<file path="src/rtl/st_mac_pkg.sv">
package st_mac_pkg;

    typedef enum logic [1:0] {
        PM_W16 = 2'b00,
        PM_W8  = 2'b01,
        PM_W4  = 2'b10,
        PM_RSV = 2'b11
    } prec_e;

    typedef enum logic [1:0] {
        ACT_HOLD,
        ACT_ZERO,
        ACT_LOAD,
        ACT_ADD
    } acc_act_e;

    localparam int N_PREC = 3;

endpackage

</file>
<file path="src/rtl/st_lane_dot.sv">
module st_lane_dot #(
    parameter int OP_W   = 16,
    parameter int LANE_W = 8,
    parameter int SUM_W  = 34
) (
    input  logic [OP_W-1:0]         a_i,
    input  logic [OP_W-1:0]         b_i,
    output logic signed [SUM_W-1:0] sum_o
);
    localparam int LANES = OP_W / LANE_W;
    localparam int PW    = 2 * LANE_W;
    localparam int EXT   = SUM_W - PW;

    logic signed [SUM_W-1:0] prod_ext [LANES];

    for (genvar g = 0; g < LANES; g++) begin : g_lane
        logic [LANE_W-1:0]    a_l;
        logic [LANE_W-1:0]    b_l;
        logic signed [PW-1:0] a_x;
        logic signed [PW-1:0] b_x;
        logic signed [PW-1:0] p;

        assign a_l = a_i[g*LANE_W +: LANE_W];
        assign b_l = b_i[g*LANE_W +: LANE_W];
        // sign extension from the lane's own top bit
        assign a_x = {{LANE_W{a_l[LANE_W-1]}}, a_l};
        assign b_x = {{LANE_W{b_l[LANE_W-1]}}, b_l};
        assign p   = a_x * b_x;
        assign prod_ext[g] = {{EXT{p[PW-1]}}, p};
    end

    always_comb begin
        sum_o = '0;
        for (int i = 0; i < LANES; i++) begin
            sum_o = sum_o + prod_ext[i];
        end
    end

endmodule

</file>
<file path="src/rtl/st_prod_sel.sv">
module st_prod_sel
    import st_mac_pkg::*;
#(
    parameter int OP_W  = 16,
    parameter int SUM_W = 34
) (
    input  logic [1:0]              mode_i,
    input  logic [OP_W-1:0]         a_i,
    input  logic [OP_W-1:0]         b_i,
    output logic signed [SUM_W-1:0] prod_o
);
    logic signed [SUM_W-1:0] dot [N_PREC];

    // one dot-product datapath per precision: lane width OP_W >> k
    for (genvar k = 0; k < N_PREC; k++) begin : g_prec
        st_lane_dot #(
            .OP_W  (OP_W),
            .LANE_W(OP_W >> k),
            .SUM_W (SUM_W)
        ) u_dot (
            .a_i  (a_i),
            .b_i  (b_i),
            .sum_o(dot[k])
        );
    end

    always_comb begin
        unique case (prec_e'(mode_i))
            PM_W8:          prod_o = dot[1];
            PM_W4:          prod_o = dot[2];
            PM_W16, PM_RSV: prod_o = dot[0];
            default:        prod_o = dot[0];
        endcase
    end

endmodule

</file>
<file path="src/rtl/st_acc.sv">
module st_acc
    import st_mac_pkg::*;
#(
    parameter int SUM_W = 34,
    parameter int ACC_W = 40
) (
    input  logic                    clk,
    input  logic                    rst_n,
    input  logic                    vld_i,
    input  logic                    clr_i,
    input  logic signed [SUM_W-1:0] prod_i,
    output logic signed [ACC_W-1:0] acc_o,
    output logic                    vld_o
);
    localparam int EXT = ACC_W - SUM_W;

    logic                    vld_q;
    logic                    clr_q;
    logic signed [SUM_W-1:0] prod_q;
    logic signed [ACC_W-1:0] addend;
    acc_act_e                act;

    always_ff @(posedge clk or negedge rst_n) begin
        if (!rst_n) begin
            vld_q  <= 1'b0;
            clr_q  <= 1'b0;
            prod_q <= '0;
        end else begin
            vld_q <= vld_i;
            clr_q <= clr_i;
            if (vld_i) begin
                prod_q <= prod_i;
            end
        end
    end

    assign addend = {{EXT{prod_q[SUM_W-1]}}, prod_q};

    always_comb begin
        unique case ({vld_q, clr_q})
            2'b00:   act = ACT_HOLD;
            2'b01:   act = ACT_ZERO;
            2'b11:   act = ACT_LOAD;
            2'b10:   act = ACT_ADD;
            default: act = ACT_HOLD;
        endcase
    end

    always_ff @(posedge clk or negedge rst_n) begin
        if (!rst_n) begin
            acc_o <= '0;
            vld_o <= 1'b0;
        end else begin
            vld_o <= vld_q;
            unique case (act)
                ACT_ZERO: acc_o <= '0;
                ACT_LOAD: acc_o <= addend;
                ACT_ADD:  acc_o <= acc_o + addend;
                ACT_HOLD: acc_o <= acc_o;
                default:  acc_o <= acc_o;
            endcase
        end
    end

endmodule

</file>
<file path="src/rtl/st_mac.sv">
module st_mac #(
    parameter int OP_W  = 16,
    parameter int ACC_W = 40
) (
    input  logic                    clk,
    input  logic                    rst_n,
    input  logic                    in_valid,
    input  logic                    acc_clr,
    input  logic [1:0]              mode,
    input  logic [OP_W-1:0]         op_a,
    input  logic [OP_W-1:0]         op_b,
    output logic signed [ACC_W-1:0] acc_o,
    output logic                    out_valid
);
    localparam int SUM_W = 2 * OP_W + 2;

    logic signed [SUM_W-1:0] prod;

    st_prod_sel #(
        .OP_W (OP_W),
        .SUM_W(SUM_W)
    ) u_sel (
        .mode_i(mode),
        .a_i   (op_a),
        .b_i   (op_b),
        .prod_o(prod)
    );

    st_acc #(
        .SUM_W(SUM_W),
        .ACC_W(ACC_W)
    ) u_acc (
        .clk   (clk),
        .rst_n (rst_n),
        .vld_i (in_valid),
        .clr_i (acc_clr),
        .prod_i(prod),
        .acc_o (acc_o),
        .vld_o (out_valid)
    );

endmodule

</file>
<file path="config.mk">
export PLATFORM = sky130hd
export DESIGN_NAME = st_mac
export DESIGN_NICKNAME = d
export VERILOG_FILES = /design/src/rtl/st_mac_pkg.sv /design/src/rtl/st_lane_dot.sv /design/src/rtl/st_prod_sel.sv /design/src/rtl/st_acc.sv /design/src/rtl/st_mac.sv
export SDC_FILE = /design/constraint.sdc
export NUM_CORES = 1
export LEC_CHECK = 0
export BUFFER_PORTS_ARGS = -buffer_cell sky130_fd_sc_hd__buf_2
export CORE_MARGIN = 8
export CORE_UTILIZATION = 45
export DETAILED_ROUTE_END_ITERATION = 12
export GPL_TIMING_DRIVEN = 1
export PLACE_DENSITY = 0.68
export SETUP_SLACK_MARGIN = 0.05
export SKIP_CTS_REPAIR_TIMING = 1
export SLEW_MARGIN = 15
export SYNTH_ARGS = -nofsm -noshare
export SYNTH_HDL_FRONTEND = slang
export SYNTH_SLANG_ARGS = --single-unit
</file>
<file path="constraint.sdc">
create_clock -name clk -period 4.45 [get_ports clk]
set_input_delay 0.2225 -clock clk [delete_from_list [all_inputs] [get_ports clk]]
set_output_delay 0.2225 -clock clk [all_outputs]
set_load 0.005 [all_outputs]
</file>
==> impl_results.md, run 1 <==
* Status: finished with violations
* Failing checks: negative setup slack
* XOR/XNOR Fraction of Synth Area at 4.46%
* CTS Buf Count at 9
* Slew Viols, Final at 0
* Ys Warns at 0
* Post-synth EDFFs at 0
* Synth top area share at 41.7%
* Routed WL at 66200 um
* Clk_lat worst skew at 0.35 ns
* Fin area at 28000 um^2
* Vias per cell at 5.16
* R2r endpoint: u_acc.acc_o[38]$_DFFE_PN0P_
* RSZ-0062 raised after global routing: yes
* Synth Area in Simple Gates at 11.0%
* Die area at 55700 um^2
* Core ar. at 47700 um^2
* Synth async-reset ratio at 100%
* Post-route worst setup slack at -1.32 ns
* Max frequency at 0.173 GHz
* CP max-delay cell: fa_2
* Cell count after placement at 3329
* Register area share after synthesis at 8.62%
* Final worst path period share at 130%
* Clock Sinks at 75
* Final core utilization at 58.6%
* Storage element area at 1880 um^2
* Layout net count at 3455
* Area contributors post-synth: fa_1 (42%), ha_1 (12%), inv_1 (9.6%), dfrtp_1 (8.6%), and2_1 (3.6%)
* Largest net degree at the start of global routing at 76
* Max-cap violations at 0
* Flops & latches, synth at 75
* Initial antenna violation count at 0
* Mapped Cells at 2327
* FP Rows at 80
* Placed cell area at 26200 um^2
* CP Data Required Time at 4.70 ns
* Slew headroom at 27.9%
* Post-Layout Cell Count at 3381
* Compound-gate portion of the synthesized area at 9.77%
* WL/cell at 19.6 um
* DRT Pass-1 Iters at 5
* Die X at 236 um
* Starting Density at 45.6%
* PortBufs at 78
* R2R cell count at 13
* Main combinational cell family by area after synthesis: adder cells
* Slew @ Worst Pin at 1.08 ns
* Startpoint types: primary input
* Critical path start-end classification: in2reg
* Adder-Cell Fraction of Synth Area at 53.4%
* Reg-to-reg slack, setup at 0.78 ns
* Crit-path most repeated cell: fa_1
* Ant. Diodes at 0
* GR Overflow Total at 0
* Area delta synth->final at 28.5%
* Crit end category: register
* Crit Path Max Fanout at 10
* Final ANT Viol Nets at 0
* Fill cells at 4005
* DRC at 0
* First-pass GRT wire length at 103000 um
* Fraction of layout cells with a size suffix above 1 at 28.1%
* Crit-path cells: buf_12 > buf_12 > nand2_2 > inv_2 > fa_2 > fa_2 > fa_1 > fa_1 > fa_1 > inv_1 > fa_1 > inv_2 > ha_4 > a21o_1 > a21oi_2 > nor2b_1 > a311oi_2 > nand2_2 > nor3_4 > o31ai_2 > a21o_1 > a221o_1 > xnor2_1 > a211oi_1
* Hold crit path type: in2async
* Max clock buf depth at 2
* Gpl congestion at 0.961
* Worst reg2reg startpoint: u_acc.prod_q[0]$_DFFE_PN0P_
* Clk slew on worst S/H paths at 0.06 ns
* Worst hold slack at 0.00667 ns
* Vias in the first global route at 18900
* DR iter-0 viols at 1345
* IO Count at 79
* GRT Total Usage at 23.4%
* Multi-input logic area at 18700 um^2
* Hold Fails Final Rpt at 0
* Routed via count at 17400
* Primary FF master, synth: dfrtp_1
* Die height at 236 um
* CTS H-tree depth at 3
* CTS root buf: clkbuf_16
* DP HPWL at 56800 um
* Mapped Avg Cell Area at 9.36 um^2
* Critical path arrival at 6.02 ns
* Top cell type by total area after synthesis: fa_1
* Min Tclk post-route at 5.77 ns
* Mapped cell area at 21800 um^2
* Final setup violation count at 30
* Net Count, Synth at 3020
* Final Skew at 0.00534 ns
* Worst path max stage delay at 0.59 ns
* Distinct cells, synth at 64
* CTS tree: done
* Mux cell area share after synthesis at 1.94%
==> routing by layer <==
layer	wire length [um]	vias up	share of wire (%)	GRT usage, %
met3	3120	93	4.7	2.12
met1	28800	8865	43	31.1
met4	2310	0	3.5	7.03
met2	32000	452	48	40.2
li1	-	8039	-	-
met5	0	-	0	0
==> per-stage QoR <==
stage	setup TNS (ns)	setup slack [ns]
after floorplan	-24.33	-1.31
after detailed placement	-50.01	-2.04
after CTS	-38.79	-1.70
final	-30.03	-1.32
after global placement	-48.33	-2.02
after global routing	-35.02	-1.53
==> synth_stat cells (15+ instances only) <==
cell	count
nand2b_1	24
dfrtp_1	75
inv_1	559
xnor2_1	74
a21oi_1	89
clkbuf_1	65
nand3_1	17
nand2_1	209
a21o_1	49
ha_1	201
nor2b_1	15
fa_1	454
and2_1	127
xor2_1	37
nor2_1	57
mux2i_1	31
o21ai_0	74
==> sequential cells by signal (all words and copies together), names as in the netlist <==
register      cells
u_acc.acc_o      40
u_acc.clr_q       1
u_acc.prod_q     32
u_acc.vld_o       1
u_acc.vld_q       1
==> cell usage in the layout (no fill, tap or decap), types with 26 or more instances in the layout <==
cell and instances:
inv_1 521, fa_1 413, buf_4 368, nand2_1 181
ha_1 176, and2_1 99, dfrtp_1 74, xnor2_1 69
a21oi_1 67, o21ai_0 61, nor2_1 48, a21o_1 48
buf_2 46, fa_2 41, buf_6 37, xor2_1 36
inv_2 31, mux2i_1 31, buf_12 28, and2_4 26
==> critical path: cells and delay by family <==
kind	cells	cell delay, ns
and+or+nand+nor	4	0.42
xor gates and xnor gates	1	0.15
AOI/OAI and AO/OA	7	1.43
adders and majority gates	7	3.35
buffers and inverters	5	0.43
==> how the worst max path moves through the flow <==
stage | from | to | slack, ns | cells after the start
floorplan | op_b[3] | u_acc.prod_q[32]$_DFFE_PN0P_ | -1.31 | 23
finish | op_b[1] | u_acc.prod_q[32]$_DFFE_PN0P_ | -1.32 | 24
detailed placement | op_b[1] | u_acc.prod_q[30]$_DFFE_PN0P_ | -2.04 | 24
global route | op_a[8] | u_acc.prod_q[32]$_DFFE_PN0P_ | -1.53 | 25
global placement | op_a[10] | u_acc.prod_q[30]$_DFFE_PN0P_ | -2.02 | 25
CTS | op_b[1] | u_acc.prod_q[30]$_DFFE_PN0P_ | -1.70 | 24
==> final cells by class <==
class | count | share of cell area (%)
Multi-Input combinational cell | 1622 | 66.7
Timing Repair Buffer | 495 | 15.2
Inverter | 559 | 7.60
Sequential cell | 75 | 6.71
Tap cell | 615 | 2.75
Clock buffer | 11 | 0.832
Clock inverter | 4 | 0.188
==> logic make-up (layout without fill, tap and decap cells) <==
family	count (synthesis)	after routing
and+or+nand+nor	489	489
DFF	75	75
muxes	41	41
buffers and inverters	630	1069
adders and majority gates	657	657
AOI/OAI and AO/OA	324	324
xor gates and xnor gates	111	111
Power of run 1 is left out: the tool's default activity adds up to more than one toggle a clock period on the data nets, which glitch-free logic cannot reach.
==> run 2, diff against run 1 <==
--- a/config.mk
+++ b/config.mk
@@ -10,7 +10,7 @@
 export CORE_UTILIZATION = 45
 export DETAILED_ROUTE_END_ITERATION = 12
 export GPL_TIMING_DRIVEN = 1
-export PLACE_DENSITY = 0.68
+export PLACE_DENSITY = 0.57
 export SETUP_SLACK_MARGIN = 0.05
 export SKIP_CTS_REPAIR_TIMING = 1
 export SLEW_MARGIN = 15
==> impl_results.md, run 2 (synthesized netlist as in run 1, its figures left out) <==
* Final core utilization at 58.2%
* Wire length on met3 at 2650 um
* Fill cells at 4171
* Failing checks: negative hold slack, negative setup slack
* Worst hold slack at -0.0125 ns
* Dpl ws at -2.17 ns
* Met2 Routed Length at 31300 um
* CTS H-tree depth at 3
* DRT Pass-1 Iters at 5
* Crit end category: register
* Multi-input logic area at 18700 um^2
* First-pass GRT wire length at 103000 um
* Clk slew on worst S/H paths at 0.06 ns
* Crit-path most repeated cell: fa_1
* Critical path start-end classification: in2reg
* Most frequent cells in the layout: inv_1 (520), fa_1 (415), buf_4 (372)
* Area delta synth->final at 27.6%
* Slew Viols, Final at 0
* Worst reg2reg startpoint: u_acc.acc_o[0]$_DFFE_PN0P_
* PortBufs at 78
* Max clock buf depth at 2
* Core ar. at 47700 um^2
* CP Data Required Time at 4.71 ns
* R2R cell count at 12
* Hold crit path type: in2async
* Top reg by flops: u_acc.acc_o
* Clk_lat worst skew at 0.35 ns
* Crit-path cells: buf_6 > and2_1 > fa_1 > inv_1 > fa_1 > fa_1 > inv_1 > fa_1 > fa_1 > inv_1 > fa_1 > inv_2 > ha_4 > a41oi_2 > o21ai_2 > a21o_1 > o2111ai_2 > nand2_2 > nor3_4 > o31ai_2 > a21o_1 > a221o_1 > xnor2_1 > a211oi_1
* Final ANT Viol Nets at 0
* Clock Sinks at 75
* Final worst path period share at 129%
* Storage element area at 1880 um^2
* Critical path's top delay family: adder cells
* Post-Layout Cell Count at 3377
* Crit Path Max Fanout at 16
* Largest regs: u_acc.acc_o x40, u_acc.prod_q x32
* Commonest non-fill, non-tap cell in the layout: inv_1
* Ant. Diodes at 0
* DR iter-0 viols at 857
* Startpoint types: primary input
* Die X at 236 um
* Routed WL at 65000 um
* Worst Path Buf+Inv at 5
* RSZ-0062 raised after global routing: yes
* IO Count at 79
* Status: finished with violations
* Routed via count at 17100
* R2r endpoint: u_acc.acc_o[32]$_DFFE_PN0P_
* Final setup violation count at 29
* Starting Density at 45.6%
* Largest register FFs at 40
* Reg-to-reg slack, setup at 0.81 ns
* Routed metal-1 wirelength at 28700 um
* Vias in the first global route at 18600
* Die area at 55700 um^2
* CP max-delay cell: fa_1
* Vias per cell at 5.07
* Gpl congestion at 0.989
* Fraction of layout cells with a size suffix above 1 at 28.1%
* Final Skew at 0.0111 ns
* Hold Fails Final Rpt at 3
* Largest net degree at the start of global routing at 76
* Initial antenna violation count at 0
* FP Rows at 80
* Post-route worst setup slack at -1.30 ns
* Die height at 236 um
* Cell count after placement at 3331
* WL/cell at 19.2 um
* CTS Buf Count at 9
* DRC at 0
* DP HPWL at 57200 um
* Critical path arrival at 6.01 ns
* GRT Total Usage at 23.3%
* Layout net count at 3451
* CTS root buf: clkbuf_16
* Max Used Layer: met4
* Slew @ Worst Pin at 1.10 ns
* Max frequency at 0.174 GHz
* Min Tclk post-route at 5.75 ns
* Max-cap violations at 0
* Worst path max stage delay at 0.53 ns
* Slew headroom at 26.7%
* GR Overflow Total at 0
* CTS tree: done
[run 2: changes by cell type in the layout (fill, tap and decap cells not counted), moves of 4 or more]
cell / before / now
o21ai_0: 61 / 57
and2_4: 26 / 22
o21ai_2: 7 / 11
buf_4: 368 / 372
buf_12: 28 / 22
[run 2: worst reg2reg max path, stage by stage (launching register included)]
cell and delay, ns:
dfrtp_1 0.40, ha_1 0.26, fa_1 0.41, a21o_1 0.21, a221o_1 0.32, a221o_1 0.44
a31oi_4 0.26, o41ai_2 0.16, a41oi_4 0.33, a21oi_2 0.16, a31oi_4 0.20, xnor2_1 0.08
a221o_1 0.29
[run 2: cell type report]
class	count	share of cell area [%]
tap	615	2.77
timing repair buffer	491	14.6
clock inverter	6	0.239
clock buffer	9	0.810
sequential	75	6.76
multi-input combinational	1622	67.2
inverter	559	7.62
[run 2: routing by layer]
metal,up-vias,global-route usage [%]
met2,369,39.5
met3,84,1.98
met1,8653,31.3
met4,0,7.71
met5,-,0
li1,8026,-
[run 2: per-stage QoR]
| stage | setup TNS [ns] | cell area, um^2 | hold slack (ns) |
|---|---|---|---|
| after global routing | -35.02 | 27800 | 0.101 |
| after CTS | -40.48 | 26500 | -0.0258 |
| after detailed placement | -51.63 | 26200 | 0.332 |
| after floorplan | -24.33 | 22700 | -0.0731 |
| after global placement | -50.87 | 26200 | 0.337 |
| final | -30.03 | 27800 | -0.0125 |
[run 2: worst max-delay path by stage]
stage               startpoint                      endpoint  slack, ns  depth (start not counted)
floorplan              op_b[3]  u_acc.prod_q[32]$_DFFE_PN0P_      -1.31                         23
global placement       op_b[4]  u_acc.prod_q[30]$_DFFE_PN0P_      -2.16                         24
detailed placement     op_b[4]  u_acc.prod_q[30]$_DFFE_PN0P_      -2.17                         24
CTS                    op_b[4]  u_acc.prod_q[30]$_DFFE_PN0P_      -1.84                         24
global route          op_a[11]  u_acc.prod_q[32]$_DFFE_PN0P_      -1.50                         26
finish                 op_b[4]  u_acc.prod_q[32]$_DFFE_PN0P_      -1.30                         24
Power of run 2 is left out for the same reason.
